`src/rtl/cfg_status_pkg.sv`:
```
package cfg_status_pkg;
  localparam int unsigned REG_W   = 16;
  localparam int unsigned BE_W    = REG_W / 8;
  localparam int unsigned N_FLAGS = 6;
  localparam int unsigned CMD_W   = 4;

  localparam logic [CMD_W-1:0] CMD_SPECIAL = 4'b0001;

  // flag indices inside the flag vector
  localparam int unsigned IX_MDPE = 0;
  localparam int unsigned IX_STA  = 1;
  localparam int unsigned IX_RTA  = 2;
  localparam int unsigned IX_RMA  = 3;
  localparam int unsigned IX_SSE  = 4;
  localparam int unsigned IX_DPE  = 5;

  // register bit position of each flag
  function automatic int unsigned flag_pos(int unsigned idx);
    case (idx)
      IX_MDPE: flag_pos = 8;
      IX_STA:  flag_pos = 11;
      IX_RTA:  flag_pos = 12;
      IX_RMA:  flag_pos = 13;
      IX_SSE:  flag_pos = 14;
      default: flag_pos = 15;
    endcase
  endfunction

  typedef struct packed {
    logic par_err;
    logic serr_drv;
    logic mst_abort;
    logic tabort_rcvd;
    logic tabort_sig;
    logic perr_drv;
    logic perr_obs;
  } bus_evt_t;

  typedef struct packed {
    logic             is_write;
    logic             initiator;
    logic [CMD_W-1:0] cmd;
    logic             per_en;
  } xact_ctx_t;
endpackage

```
`src/rtl/cfg_status_evt_qual.sv`:
```
module cfg_status_evt_qual
  import cfg_status_pkg::*;
(
  input  bus_evt_t           evt,
  input  xact_ctx_t          ctx,
  output logic [N_FLAGS-1:0] set_vec
);
  logic perr_as_master;

  always_comb begin
    perr_as_master = ctx.per_en & ctx.initiator &
                     ((evt.perr_drv & ~ctx.is_write) | (evt.perr_obs & ctx.is_write));
    set_vec          = '0;
    set_vec[IX_DPE]  = evt.par_err;
    set_vec[IX_SSE]  = evt.serr_drv;
    set_vec[IX_RMA]  = evt.mst_abort & ctx.initiator & (ctx.cmd != CMD_SPECIAL);
    set_vec[IX_RTA]  = evt.tabort_rcvd & ctx.initiator;
    set_vec[IX_STA]  = evt.tabort_sig;
    set_vec[IX_MDPE] = perr_as_master;
  end
endmodule

```
`src/rtl/cfg_status_clr_dec.sv`:
```
module cfg_status_clr_dec
  import cfg_status_pkg::*;
(
  input  logic               wr_en,
  input  logic [BE_W-1:0]    wr_be,
  input  logic [REG_W-1:0]   wr_data,
  output logic [N_FLAGS-1:0] clr_vec
);
  for (genvar g = 0; g < N_FLAGS; g++) begin : g_clr
    localparam int unsigned POS  = flag_pos(g);
    localparam int unsigned BYTE = POS / 8;
    assign clr_vec[g] = wr_en & wr_be[BYTE] & wr_data[POS];
  end
endmodule

```
`src/rtl/cfg_status_flag_bank.sv`:
```
module cfg_status_flag_bank
  import cfg_status_pkg::*;
(
  input  logic               clk,
  input  logic               rst_n,
  input  logic [N_FLAGS-1:0] set_vec,
  input  logic [N_FLAGS-1:0] clr_vec,
  output logic [N_FLAGS-1:0] flags
);
  for (genvar g = 0; g < N_FLAGS; g++) begin : g_flag
    logic q, d, en;

    always_comb begin
      en = set_vec[g] | clr_vec[g];
      d  = set_vec[g];
    end

    always_ff @(posedge clk or negedge rst_n) begin
      if (!rst_n)  q <= 1'b0;
      else if (en) q <= d;
    end

    assign flags[g] = q;
  end
endmodule

```
`src/rtl/cfg_status_reg.sv`:
```
module cfg_status_reg
  import cfg_status_pkg::*;
#(
  parameter logic [1:0] DEVSEL_TIMING = 2'b01,
  parameter bit         FAST_B2B_CAP  = 1'b0,
  parameter bit         MHZ66_CAP     = 1'b0,
  parameter bit         CAP_LIST      = 1'b1
) (
  input  logic             clk,
  input  logic             rst_n,
  input  logic             evt_par_err,
  input  logic             evt_serr_drv,
  input  logic             evt_mst_abort,
  input  logic             evt_tabort_rcvd,
  input  logic             evt_tabort_sig,
  input  logic             evt_perr_drv,
  input  logic             evt_perr_obs,
  input  logic             xact_is_write,
  input  logic             xact_initiator,
  input  logic [3:0]       xact_cmd,
  input  logic             par_resp_en,
  input  logic             cfg_wr_en,
  input  logic [1:0]       cfg_wr_be,
  input  logic [15:0]      cfg_wr_data,
  output logic [15:0]      cfg_rd_data
);
  localparam int unsigned SYNC_STAGES = 2;

  logic [SYNC_STAGES-1:0] rst_pipe;
  logic                   rst_sync_n;

  always_ff @(posedge clk or negedge rst_n) begin
    if (!rst_n) rst_pipe <= '0;
    else        rst_pipe <= {rst_pipe[SYNC_STAGES-2:0], 1'b1};
  end
  assign rst_sync_n = rst_pipe[SYNC_STAGES-1];

  bus_evt_t           evt;
  xact_ctx_t          ctx;
  logic [N_FLAGS-1:0] set_vec, clr_vec, flags;
  logic [REG_W-1:0]   fixed_bits, err_bits;

  always_comb begin
    evt.par_err     = evt_par_err;
    evt.serr_drv    = evt_serr_drv;
    evt.mst_abort   = evt_mst_abort;
    evt.tabort_rcvd = evt_tabort_rcvd;
    evt.tabort_sig  = evt_tabort_sig;
    evt.perr_drv    = evt_perr_drv;
    evt.perr_obs    = evt_perr_obs;
    ctx.is_write    = xact_is_write;
    ctx.initiator   = xact_initiator;
    ctx.cmd         = xact_cmd;
    ctx.per_en      = par_resp_en;
  end

  cfg_status_evt_qual u_qual (
    .evt     (evt),
    .ctx     (ctx),
    .set_vec (set_vec)
  );

  cfg_status_clr_dec u_clr (
    .wr_en   (cfg_wr_en),
    .wr_be   (cfg_wr_be),
    .wr_data (cfg_wr_data),
    .clr_vec (clr_vec)
  );

  cfg_status_flag_bank u_bank (
    .clk     (clk),
    .rst_n   (rst_sync_n),
    .set_vec (set_vec),
    .clr_vec (clr_vec),
    .flags   (flags)
  );

  always_comb begin
    fixed_bits       = '0;
    fixed_bits[10:9] = DEVSEL_TIMING;
    fixed_bits[7]    = FAST_B2B_CAP;
    fixed_bits[5]    = MHZ66_CAP;
    fixed_bits[4]    = CAP_LIST;
    err_bits         = '0;
    for (int i = 0; i < N_FLAGS; i++) err_bits[flag_pos(i)] = flags[i];
    cfg_rd_data      = fixed_bits | err_bits;
  end
endmodule

```
`config.mk`:
```
export PLATFORM = sky130hd
export DESIGN_NAME = cfg_status_reg
export DESIGN_NICKNAME = d
export VERILOG_FILES = /design/src/rtl/cfg_status_pkg.sv /design/src/rtl/cfg_status_evt_qual.sv /design/src/rtl/cfg_status_clr_dec.sv /design/src/rtl/cfg_status_flag_bank.sv /design/src/rtl/cfg_status_reg.sv
export SDC_FILE = /design/constraint.sdc
export NUM_CORES = 1
export LEC_CHECK = 0
export BUFFER_PORTS_ARGS = -buffer_cell sky130_fd_sc_hd__buf_2
export CAP_MARGIN = 20
export CORE_AREA = 2 2 40 42
export CTS_BUF_LIST = sky130_fd_sc_hd__clkbuf_8
export DETAILED_ROUTE_END_ITERATION = 10
export DIE_AREA = 0 0 42 44
export GPL_TIMING_DRIVEN = 0
export PLACE_DENSITY = 0.75
export SYNTH_ARGS = -nofsm -noshare
export SYNTH_HDL_FRONTEND = slang
export SYNTH_SLANG_ARGS = --single-unit
```
`constraint.sdc`:
```
create_clock -name clk -period 0.8 [get_ports clk]
set_input_delay 0.12 -clock clk [delete_from_list [all_inputs] [get_ports clk]]
set_output_delay 0.12 -clock clk [all_outputs]
set_load 0.05 [all_outputs]
```
# Word level (Yosys, flattened, before mapping)
# Index checks and enable logic that the tools add are counted.
# totals
ff_bits,8
output_inout_bits,16
wordCells,30
# op_classes
n_eq_ne,1
bitwise_logic,22
# ops
op,count
$and 1x1->1,14
$or 1x1->1,7
$ne 4x1->1 const B,1
$not 1->1,1

# Longest topological paths before layout
# Gate-level depths: netlist of run 1.
# depth
ltp_word,5
mapped_depth,2

# By module
# From an unflattened synthesis of run 1, not the netlist that was laid out.
# hier_totals
hier_cells,55
area_unflattened_um2,509.2
# by_module_without_submodules
module,instances,cells_per_inst,area_per_inst_um2
cfg_status_flag_bank,1,24,262.8
cfg_status_reg,1,14,132.6
cfg_status_evt_qual,1,11,76.3
cfg_status_clr_dec,1,6,37.5

# Least setup slack after synthesis of run 1
# Ideal clock, no wire load.
# synth_path
path_type,input to register
from,in xact_cmd[1]
to,reg u_bank.g_flag[3].q
arrival_time_ps,876
path_slack_ps,-197
stages,2
n_path_buf,0
cell_sequence,or4b_1 a32o_1
# synth_via
elab_chain_cells,3
# synth_lines
item,line_no,rtl
from (decl),cfg_status_reg.sv:20,"input logic [3:0] xact_cmd,"
$ne 4x1->1 *,cfg_status_evt_qual.sv:16,set_vec[IX_RMA] = evt.mst_abort & ctx.initiator & (ctx.cmd != CMD_SPECIAL);
$and 1x1->1 *,cfg_status_evt_qual.sv:16,
$or 1x1->1,cfg_status_flag_bank.sv:14,en = set_vec[g] | clr_vec[g];
to (signal assigned),cfg_status_flag_bank.sv:19,if (!rst_n) q <= 1'b0;
to (signal assigned),cfg_status_flag_bank.sv:20,else if (en) q <= d;
to (decl),cfg_status_flag_bank.sv:11,"logic q, d, en;"
# Mark *: on every way between the ends. The rest lies on a longest branch, timed or not.
# A chain may end at the register's enable or synchronous reset.

# Worst setup path after layout of run 1
# layout_path
from,reg u_bank.g_flag[3].q
to,out cfg_rd_data[13]
# layout_lines
item,line_no,rtl
to (decl),cfg_status_reg.sv:25,output logic [15:0] cfg_rd_data
# No word-level cell between the ends.

==> results.toml, run 1 <==
[floorplanning]
pin_count = 51
fp.dieArea_um2 = 1850
die_h_um = 44
die_x_um = 42
rows = 14
start_util_pct = 30.3
coreArea_um2 = 1420

[global_routing]
grt_pass1_wl_um = 1560
first_global_vias = 421
grt_overflow_total = 0
track_usage_pct = 11.5
grt_max_degree = 7
antenna_found_initial = 0

[setup_path]
cpMaxStageDelayCell = "dfrtp_1"
rr_startpoint = "u_bank.g_flag[3].q"
end_kind = "primary output"
reg2reg_slack_ns = -0.03
critPathArrivalTime_ns = 0.87
r2r_end = "u_bank.g_flag[3].q"
crit_type = "flip-flop to primary output"
path_max_fanout = 2
rr_worst_depth = 2
critPathCapture = "cfg_rd_data[13]"
worstPathRequired_ns = 0.68
critPathLaunchType = "flip-flop"
path_cells = "buf_6 -> buf_8"
cp_slowest_stage_delay_ns = 0.38
startpoint = "u_bank.g_flag[3].q"

[timing]
hold_slack_ns = 0.0748
setup_viol = 7
layout_setup_ws_ns = -0.185
hold_viol = 0
slew_viol_final = 0
skew_ns = 0.00125
rsz0062_at_grt = "true"
finalSetupTns_ns = -0.791
max_freq_mhz = 1010
timing.final.crit_share_pct = 123
fin_crit_ns = 0.985

[clock_tree]
cts_tree = "yes"
numCtsBuffers = 3
cts_buffer_depth = 2
clock-sinks = 8
cts-root-buf = "clkbuf_8"
cts_htree_levels = 1
clk_latency_ns = 0.23
cts.clk_slew.worst_paths_ns = 0.04

[layout]
diodes = 0
areaGrowthSynthToFinish_pct = 74.4
final_common_cell = "buf_2"
final_cells = 97
multi_input_area_um2 = 144
fin_nets = 118
fill_cells = 127
regArea_um2 = 200
layout_common_cells = "buf_2 (22), buf_4 (12), conb_1 (11), dfrtp_1 (8)"
drive_above_1_share_pct = 59.3

[power]
p_leak_nw = 0.395
power_density_nw_per_um2 = 1920
peakVddDrop_mv = 1.66

[placed_design]
place_inst = 94
portBuffers = 29
gp_congestion = 0.694
dp_slack_ns = -0.272

[route]
viasPerCell = 4.03
dr.pass1.iters = 4
drtIter0Drc = 5
wirelength_um = 906
route.antenna.remaining_nets = 0
vias = 391
drc = 0
routedWlPerCell_um = 9.34

[worst_hold_path]
hp-class = "primary input to flip-flop"

[logic_synthesis]
ys_ff_latch = 8
yosys_warnings = 0
avgSynthCellArea_um2 = 10.8
ys_types = 9
syn_area_um2 = 430
syn_inst = 40
ys_seq_area_share_pct = 46.5

[status]
violations = "setup timing"
status = "finished with violations"

[flow_run]
drv_cap = 0
==> flip-flops by register name, indices dropped and copies added, names as in the netlist <==
name / count
u_bank.g_flag.q: 6
rst_pipe: 2
==> synth_stat cells <==
cell type,n,area [µm²]
a22o_1,1,8.76
or4b_1,1,10.0
a32o_1,2,20.0
buf_4,16,120
a21o_1,3,22.5
dfrtp_1,8,200
mux2_2,1,11.3
conb_1,2,7.51
nand3_1,6,30.0
==> worst max-delay path, delay by kind of cell (launching register included) <==
family / cells / cell delay, ns
flip-flops: 1 / 0.38
buffers and inverters: 2 / 0.26
==> per-layer routing <==
metal | part of all wire (%) | GRT usage (%)
met5 | 0 | 0
met1 | 33 | 10.6
met2 | 55 | 21.3
met3 | 11 | 5.42
met4 | 1.1 | 5.81
==> metrics by stage <==
stage / cell area (µm²) / total power (W) / util, %
floorplan: 464 / 0.000788 / -
global placement: 629 / 0.000881 / 44.4
detailed placement: 629 / 0.000886 / 44.4
CTS: 739 / 0.00144 / 52.1
global route: 751 / 0.00151 / 52.9
finish: 751 / 0.00144 / 52.9
==> worst min path at each step <==
stage	slack, ns	to	startpoint	cells past startpoint
final	0.07	u_bank.g_flag[4].q	evt_serr_drv	2
after global routing	0.08	u_bank.g_flag[1].q	evt_tabort_sig	2
after CTS	0.08	u_bank.g_flag[4].q	evt_serr_drv	2
after detailed placement	-0.09	rst_pipe[0]	rst_n	1
after global placement	-0.09	rst_pipe[0]	rst_n	1
after floorplan	-0.18	rst_pipe[0]	rst_n	0
==> power by group <==
group	total, W	internal (W)	switching (W)
clock	0.000474	0.000325	0.000149
combinational	0.000495	0.000224	0.000271
sequential	0.000471	0.000441	0.0000297
==> what timing repair did <==
action	in CTS	in global routing
hold buffers	1	0
buffers inserted	2	1
cloned	0	0
pin swaps	0	0
gates resized for setup	21	1
endpoints found under the hold margin	2	0
endpoints found under the setup margin	7	9
==> cell type report <==
class | count | area share [%]
clock buffer | 3 | 5.50
tap | 16 | 2.67
buffer | 12 | 13.0
sequential | 8 | 26.7
timing repair buffer | 33 | 33.0
multi-input combinational | 25 | 19.2
==> logic make-up after synthesis <==
kind of cell,Yosys count,synth area share (%)
other cells,2,1.74
flops,8,46.5
compound gates,6,11.9
simple gates,7,9.30
mux,1,2.62
buf+inv,16,27.9
Power figures use the tool's default switching activity.
==> run 2: changes to the inputs <==
CORE_AREA = 2 2 41 43   (was 2 2 40 42)
DIE_AREA = 0 0 43 45   (was 0 0 42 44)
PLACE_DENSITY = 0.78   (was 0.75)
SYNTH_HIERARCHICAL = 1   (was not set)
==> run 2 against run 1 <==
The run still ends with setup timing left. Final cell count up 12%. Sequential power hardly changed. Clock skew is 0.0026 ns higher. Wire length is 11% higher. Critical path depth unchanged. Cell area grew 6.7%. Register-to-register slack better by 0.02 ns. Clock-buffer cell count is the same. Worst hold slack got worse by 0.012 ns. Synthesized area up 18%. Sequential cell count unchanged. Core utilization is 1.5 points higher. Critical endpoint is now cfg_rd_data[12].
==> results.toml, run 2 <==
[layout]
areaGrowthSynthToFinish_pct = 57.2
layout_common_cells = "buf_2 (20), buf_4 (18), conb_1 (11), dfrtp_1 (8)"
final_common_cell = "buf_2"
diodes = 0
largest_register_ffs = 6
final_cells = 109
regMostFlops = "u_bank/g_flag.q"
fin_nets = 130
drive_above_1_share_pct = 52.7
reg_top3 = "u_bank/g_flag.q x6, rst_pipe x2"

[setup_path]
reg2reg_slack_ns = -0.01
startpoint = "u_bank/g_flag[2].q"
cpMaxStageDelayCell = "dfrtp_1"
end_kind = "primary output"
path_max_fanout = 2
cp_slowest_stage_delay_ns = 0.38
rr_startpoint = "u_bank/g_flag[3].q"
worstPathRequired_ns = 0.68
critPathArrivalTime_ns = 0.86
r2r_end = "u_bank/g_flag[3].q"
rr_worst_depth = 2
crit_type = "flip-flop to primary output"
path_cells = "buf_6 -> buf_8"
critPathLaunchType = "flip-flop"

[worst_hold_path]
holdPathEnd = "u_bank/g_flag[1].q"
hp-class = "primary input to flip-flop"
holdPathStages = 2
min-delay-start = "evt_tabort_sig"

[floorplanning]
die_h_um = 45
start_util_pct = 34.6
die_x_um = 43
coreArea_um2 = 1470
fp.dieArea_um2 = 1940
pin_count = 51
rows = 14

[logic_synthesis]
synth_common_cells = "buf_4 (20), dfrtp_1 (8), a21o_1 (6), and3_1 (6), inv_1 (6)"
synth-main-ff-cell = "dfrtp_1"
yosysMostFrequentCell = "buf_4"
syn_area_um2 = 509
synth_edf_count = 0
ys_ff_latch = 8
avgSynthCellArea_um2 = 9.26
ys_async_sr_fraction_pct = 100
ys_types = 11
synth_area_leaders = "dfrtp_1 (39%), buf_4 (29%), a21o_1 (8.8%)"
netlist.area_leader.share_pct = 39.3
synth.largest_area_cell = "dfrtp_1"
yosys_warnings = 6
syn_inst = 55
ys_seq_area_share_pct = 39.3

[placed_design]
portBuffers = 26
gp_congestion = 0.606
dp_slack_ns = -0.0644
place_inst = 106

[power]
peakVddDrop_mv = 1.57
p_leak_nw = 0.453
seqPwrFrac_pct = 32.5
switching_share_pct = 31.9
p_int_w = 0.000990
pwr-share-clk_pct = 33.2
power_density_nw_per_um2 = 1810
switching_power_w = 0.000463
p_comb_share_pct = 34.4

[route]
viasPerCell = 4.05
drtIter0Drc = 1
route.antenna.remaining_nets = 0
dr.pass1.iters = 2
wirelength_um = 1010
vias = 441
routedWlPerCell_um = 9.27
drc = 0

[global_routing]
track_usage_pct = 12.9
grt_max_degree = 7
antenna_found_initial = 0
grt_pass1_wl_um = 1690
first_global_vias = 449
grt_overflow_total = 0

[timing]
setup_viol = 7
fin_crit_ns = 0.982
timing.final.crit_share_pct = 123
layout_setup_ws_ns = -0.182
hold_viol = 0
hold_slack_ns = 0.0629
rsz0062_at_grt = "true"
skew_ns = 0.00388
slew_viol_final = 0
max_freq_mhz = 1020

[clock_tree]
cts_buffer_depth = 2
clock-sinks = 8
cts_tree = "yes"
clk_latency_ns = 0.23
cts.clk_slew.worst_paths_ns = 0.04
cts_htree_levels = 1
cts-root-buf = "clkbuf_8"
numCtsBuffers = 3

[flow_run]
drv_cap = 0

[status]
status = "finished with violations"
violations = "setup timing"
-- run 2: changes by cell type in the layout (fill, tap and decap cells not counted), moves of 2 or more --
cell,change
a21o_1,+3
a32o_1,-2
and3_1,+6
buf_2,-2
buf_4,+6
buf_6,-3
inv_1,+6
nand2_1,+2
nand3_1,-6
nor2_1,+2
-- run 2: layout make-up --
cell class,count,area (µm²)
fillers,155,671
repair buffers,31,230
flip-flops and latches,8,200
multi-input cells,30,170
plain buffers,15,116
clock buffers,3,41.3
inverters,6,22.5
well taps,16,20.0
-- run 2: through the flow --
step | instance area (µm²) | TNS (ns) | util, % | total power (W)
floorplan | 543 | 0 | - | 0.000812
global placement | 693 | -0.00610 | 47.1 | 0.000896
detailed placement | 693 | -0.138 | 47.1 | 0.000909
CTS | 778 | -0.761 | 52.9 | 0.00146
global route | 801 | -0.868 | 54.4 | 0.00153
finish | 801 | -0.694 | 54.4 | 0.00145
-- run 2: cells by family after synthesis --
group           share of synthesized area [%]
buf+inv                                  33.9
flops                                    39.3
compound gates                           8.84
mux                                      1.97
simple gates                             14.5
other cells                              1.47
-- run 2: repair_timing --
action / 4_1_cts / 5_1_grt
gates resized for setup: 19 / 0
gates cloned: 0 / 0
setup endpoints to repair: 6 / 6
pin swaps: 0 / 2
hold buffers: 1 / 0
endpoints found under the hold margin: 2 / 0
buffers inserted: 1 / 3
-- run 2: layer usage --
metal / track usage (%) / share of wire [%] / up-vias
met5: 0 / 0 / -
met4: 5.45 / 1.9 / 0
met3: 7.60 / 11 / 2
met2: 26.7 / 57 / 22
met1: 9.05 / 30 / 200
li1: - / - / 217
-- run 2: worst max path at each step --
stage / endpoint / slack [ns] / cells after the start
floorplan: u_bank/g_flag[0].q / 0.12 / 4
global placement: cfg_rd_data[14] / -0.003 / 2
detailed placement: u_bank/g_flag[0].q / -0.06 / 5
CTS: cfg_rd_data[12] / -0.19 / 2
global route: cfg_rd_data[12] / -0.20 / 2
finish: cfg_rd_data[12] / -0.18 / 2
-- run 2: power by group through the flow --
stage | sequential (W) | combinational (W) | clock, W
6_report | 0.000472 | 0.000499 | 0.000482
4_1_cts | 0.000474 | 0.000484 | 0.000500
3_5_place_dp | 0.000470 | 0.000439 | 0
5_1_grt | 0.000476 | 0.000527 | 0.000530
3_3_place_gp | 0.000467 | 0.000429 | 0
2_1_floorplan | 0.000462 | 0.000350 | 0
-- run 2: worst max-delay path: cells and delay by family (launching register included) --
kind / cells / cell delay, ns
buffers and inverters: 2 / 0.26
flip-flops: 1 / 0.38
==> run 3: changes to the inputs <==
CORE_AREA = 2 2 42 44   (was 2 2 41 43)
CTS_BUF_LIST = not set   (was sky130_fd_sc_hd__clkbuf_8)
DIE_AREA = 0 0 44 46   (was 0 0 43 45)
GPL_TIMING_DRIVEN = 1   (was 0)
PLACE_DENSITY = not set   (was 0.78)
PLACE_DENSITY_LB_ADDON = 0.2   (was not set)
==> run 3 against run 2 <==
The flow still finishes with violations (setup timing). First-iteration DRC count increased to 3.0 times the previous value. Non-clock buffer count decreased by 13. Clock-buffer cell count unchanged. Register-to-register slack improved by 0.04 ns.
==> results.toml, run 3 (same netlist as run 2, synthesis figures left out) <==
[timing]
skew_ns = 0.00204
setup_viol = 6
layout_setup_ws_ns = -0.115
finalSetupTns_ns = -0.653
hold_viol = 0
fin_crit_ns = 0.915
timing.final.crit_share_pct = 114
slew_viol_final = 0
max_freq_mhz = 1090
rsz0062_at_grt = "true"

[global_routing]
first_global_vias = 360
track_usage_pct = 9.79
grt_pass1_wl_um = 1360
grt_max_degree = 7
grt_overflow_total = 0
antenna_found_initial = 0

[layout]
final_cells = 97
final_common_cell = "buf_2"
largest_register_ffs = 6
diodes = 0
regMostFlops = "u_bank/g_flag.q"
drive_above_1_share_pct = 45.0
fin_nets = 117
areaGrowthSynthToFinish_pct = 28.0
reg_top3 = "u_bank/g_flag.q x6, rst_pipe x2"
post-route-util_pct = 40.4
layout_common_cells = "buf_2 (23), conb_1 (11), dfrtp_1 (8)"

[floorplanning]
die_x_um = 44
start_util_pct = 31.6
fp.dieArea_um2 = 2020
die_h_um = 46
coreArea_um2 = 1610
rows = 15
pin_count = 51

[setup_path]
critPathArrivalTime_ns = 0.80
worst-path-buf-inv = 1
critPathLaunchType = "flip-flop"
path_max_fanout = 2
cpMaxStageDelayCell = "dfrtp_1"
path_cells = "buf_6"
crit_type = "flip-flop to primary output"
reg2reg_slack_ns = 0.03
r2r_end = "u_bank/g_flag[1].q"
startpoint = "u_bank/g_flag[3].q"
worstPathRequired_ns = 0.68
rr_startpoint = "u_bank/g_flag[1].q"
critical_path.top_delay_family = "flip-flops"
worst-path-stages = 1
rr_worst_depth = 2
cp_slowest_stage_delay_ns = 0.39
critPathCapture = "cfg_rd_data[13]"
end_kind = "primary output"

[clock_tree]
cts_tree = "yes"
cts.clk_slew.worst_paths_ns = 0.05
cts_htree_levels = 1
clock-sinks = 8
cts-root-buf = "clkbuf_4"
clk_latency_ns = 0.25
numCtsBuffers = 3
cts_buffer_depth = 2

[power]
switching_power_w = 0.000415
switching_share_pct = 35.7
seqPwrFrac_pct = 40.0
peakVddDrop_mv = 0.704
power_density_nw_per_um2 = 1790
finalPower_w = 0.00117
p_leak_nw = 0.365
p_int_w = 0.000750
p_comb_share_pct = 34.2
pwr-share-clk_pct = 25.8

[route]
routedWlPerCell_um = 8.72
drc = 0
vias = 391
wirelength_um = 846
route.antenna.remaining_nets = 0
drtIter0Drc = 3
viasPerCell = 4.03
dr.pass1.iters = 2

[placed_design]
portBuffers = 29
gp_congestion = 0.594
hpwl_um = 728
place_inst = 90

[worst_hold_path]
hp-class = "primary input to flip-flop"

[status]
violations = "setup timing"
status = "finished with violations"

[flow_run]
drv_cap = 0
[run 3: how the worst min path moves through the flow]
stage / startpoint / to / slack (ns) / cells after the start
floorplan: rst_n / rst_pipe[0] / -0.18 / 0
global placement: rst_n / rst_pipe[0] / -0.09 / 1
detailed placement: rst_n / rst_pipe[1] / -0.09 / 1
CTS: evt_serr_drv / u_bank/g_flag[4].q / 0.04 / 2
global route: evt_serr_drv / u_bank/g_flag[4].q / 0.03 / 2
finish: evt_par_err / u_bank/g_flag[5].q / 0.05 / 2
[run 3: power by group through the flow]
stage	sequential, W	clock [W]	combinational (W)
after floorplan	0.000462	0	0.000350
after global placement	0.000467	0	0.000349
after detailed placement	0.000467	0	0.000352
after CTS	0.000468	0.000320	0.000394
after global routing	0.000472	0.000357	0.000422
final	0.000466	0.000301	0.000399
[run 3: final cells by class]
cell class,count,area (µm²)
flip-flops and latches,8,200
fillers,176,962
multi-input cells,30,170
well taps,17,21.3
clock buffers,3,22.5
repair buffers,33,215
inverters,6,22.5
[run 3: timing repair]
| item | in CTS | in global routing |
|---|---|---|
| setup buffers | 1 | 2 |
| setup endpoints to repair | 6 | 7 |
| pin swaps | 0 | 3 |
| hold buffers | 1 | 0 |
| gates resized for setup | 12 | 0 |
| hold endpoints to repair | 2 | 0 |
[run 3: stage by stage]
stage	hold WS, ns	setup WS (ns)	cell area [µm²]
CTS	0.0392	-0.132	637
global placement	-0.0932	-0.00142	559
global route	0.0315	-0.167	652
floorplan	-0.176	0.115	543
finish	0.0472	-0.115	652
detailed placement	-0.0925	-0.0122	559
[run 3: layer usage]
metal	track usage [%]	vias to the layer above	part of all wire [%]
met4	5.45	0	0
met5	0	-	0
met1	9.44	178	39
li1	-	193	-
met3	6.35	0	9.8
met2	15.9	20	51
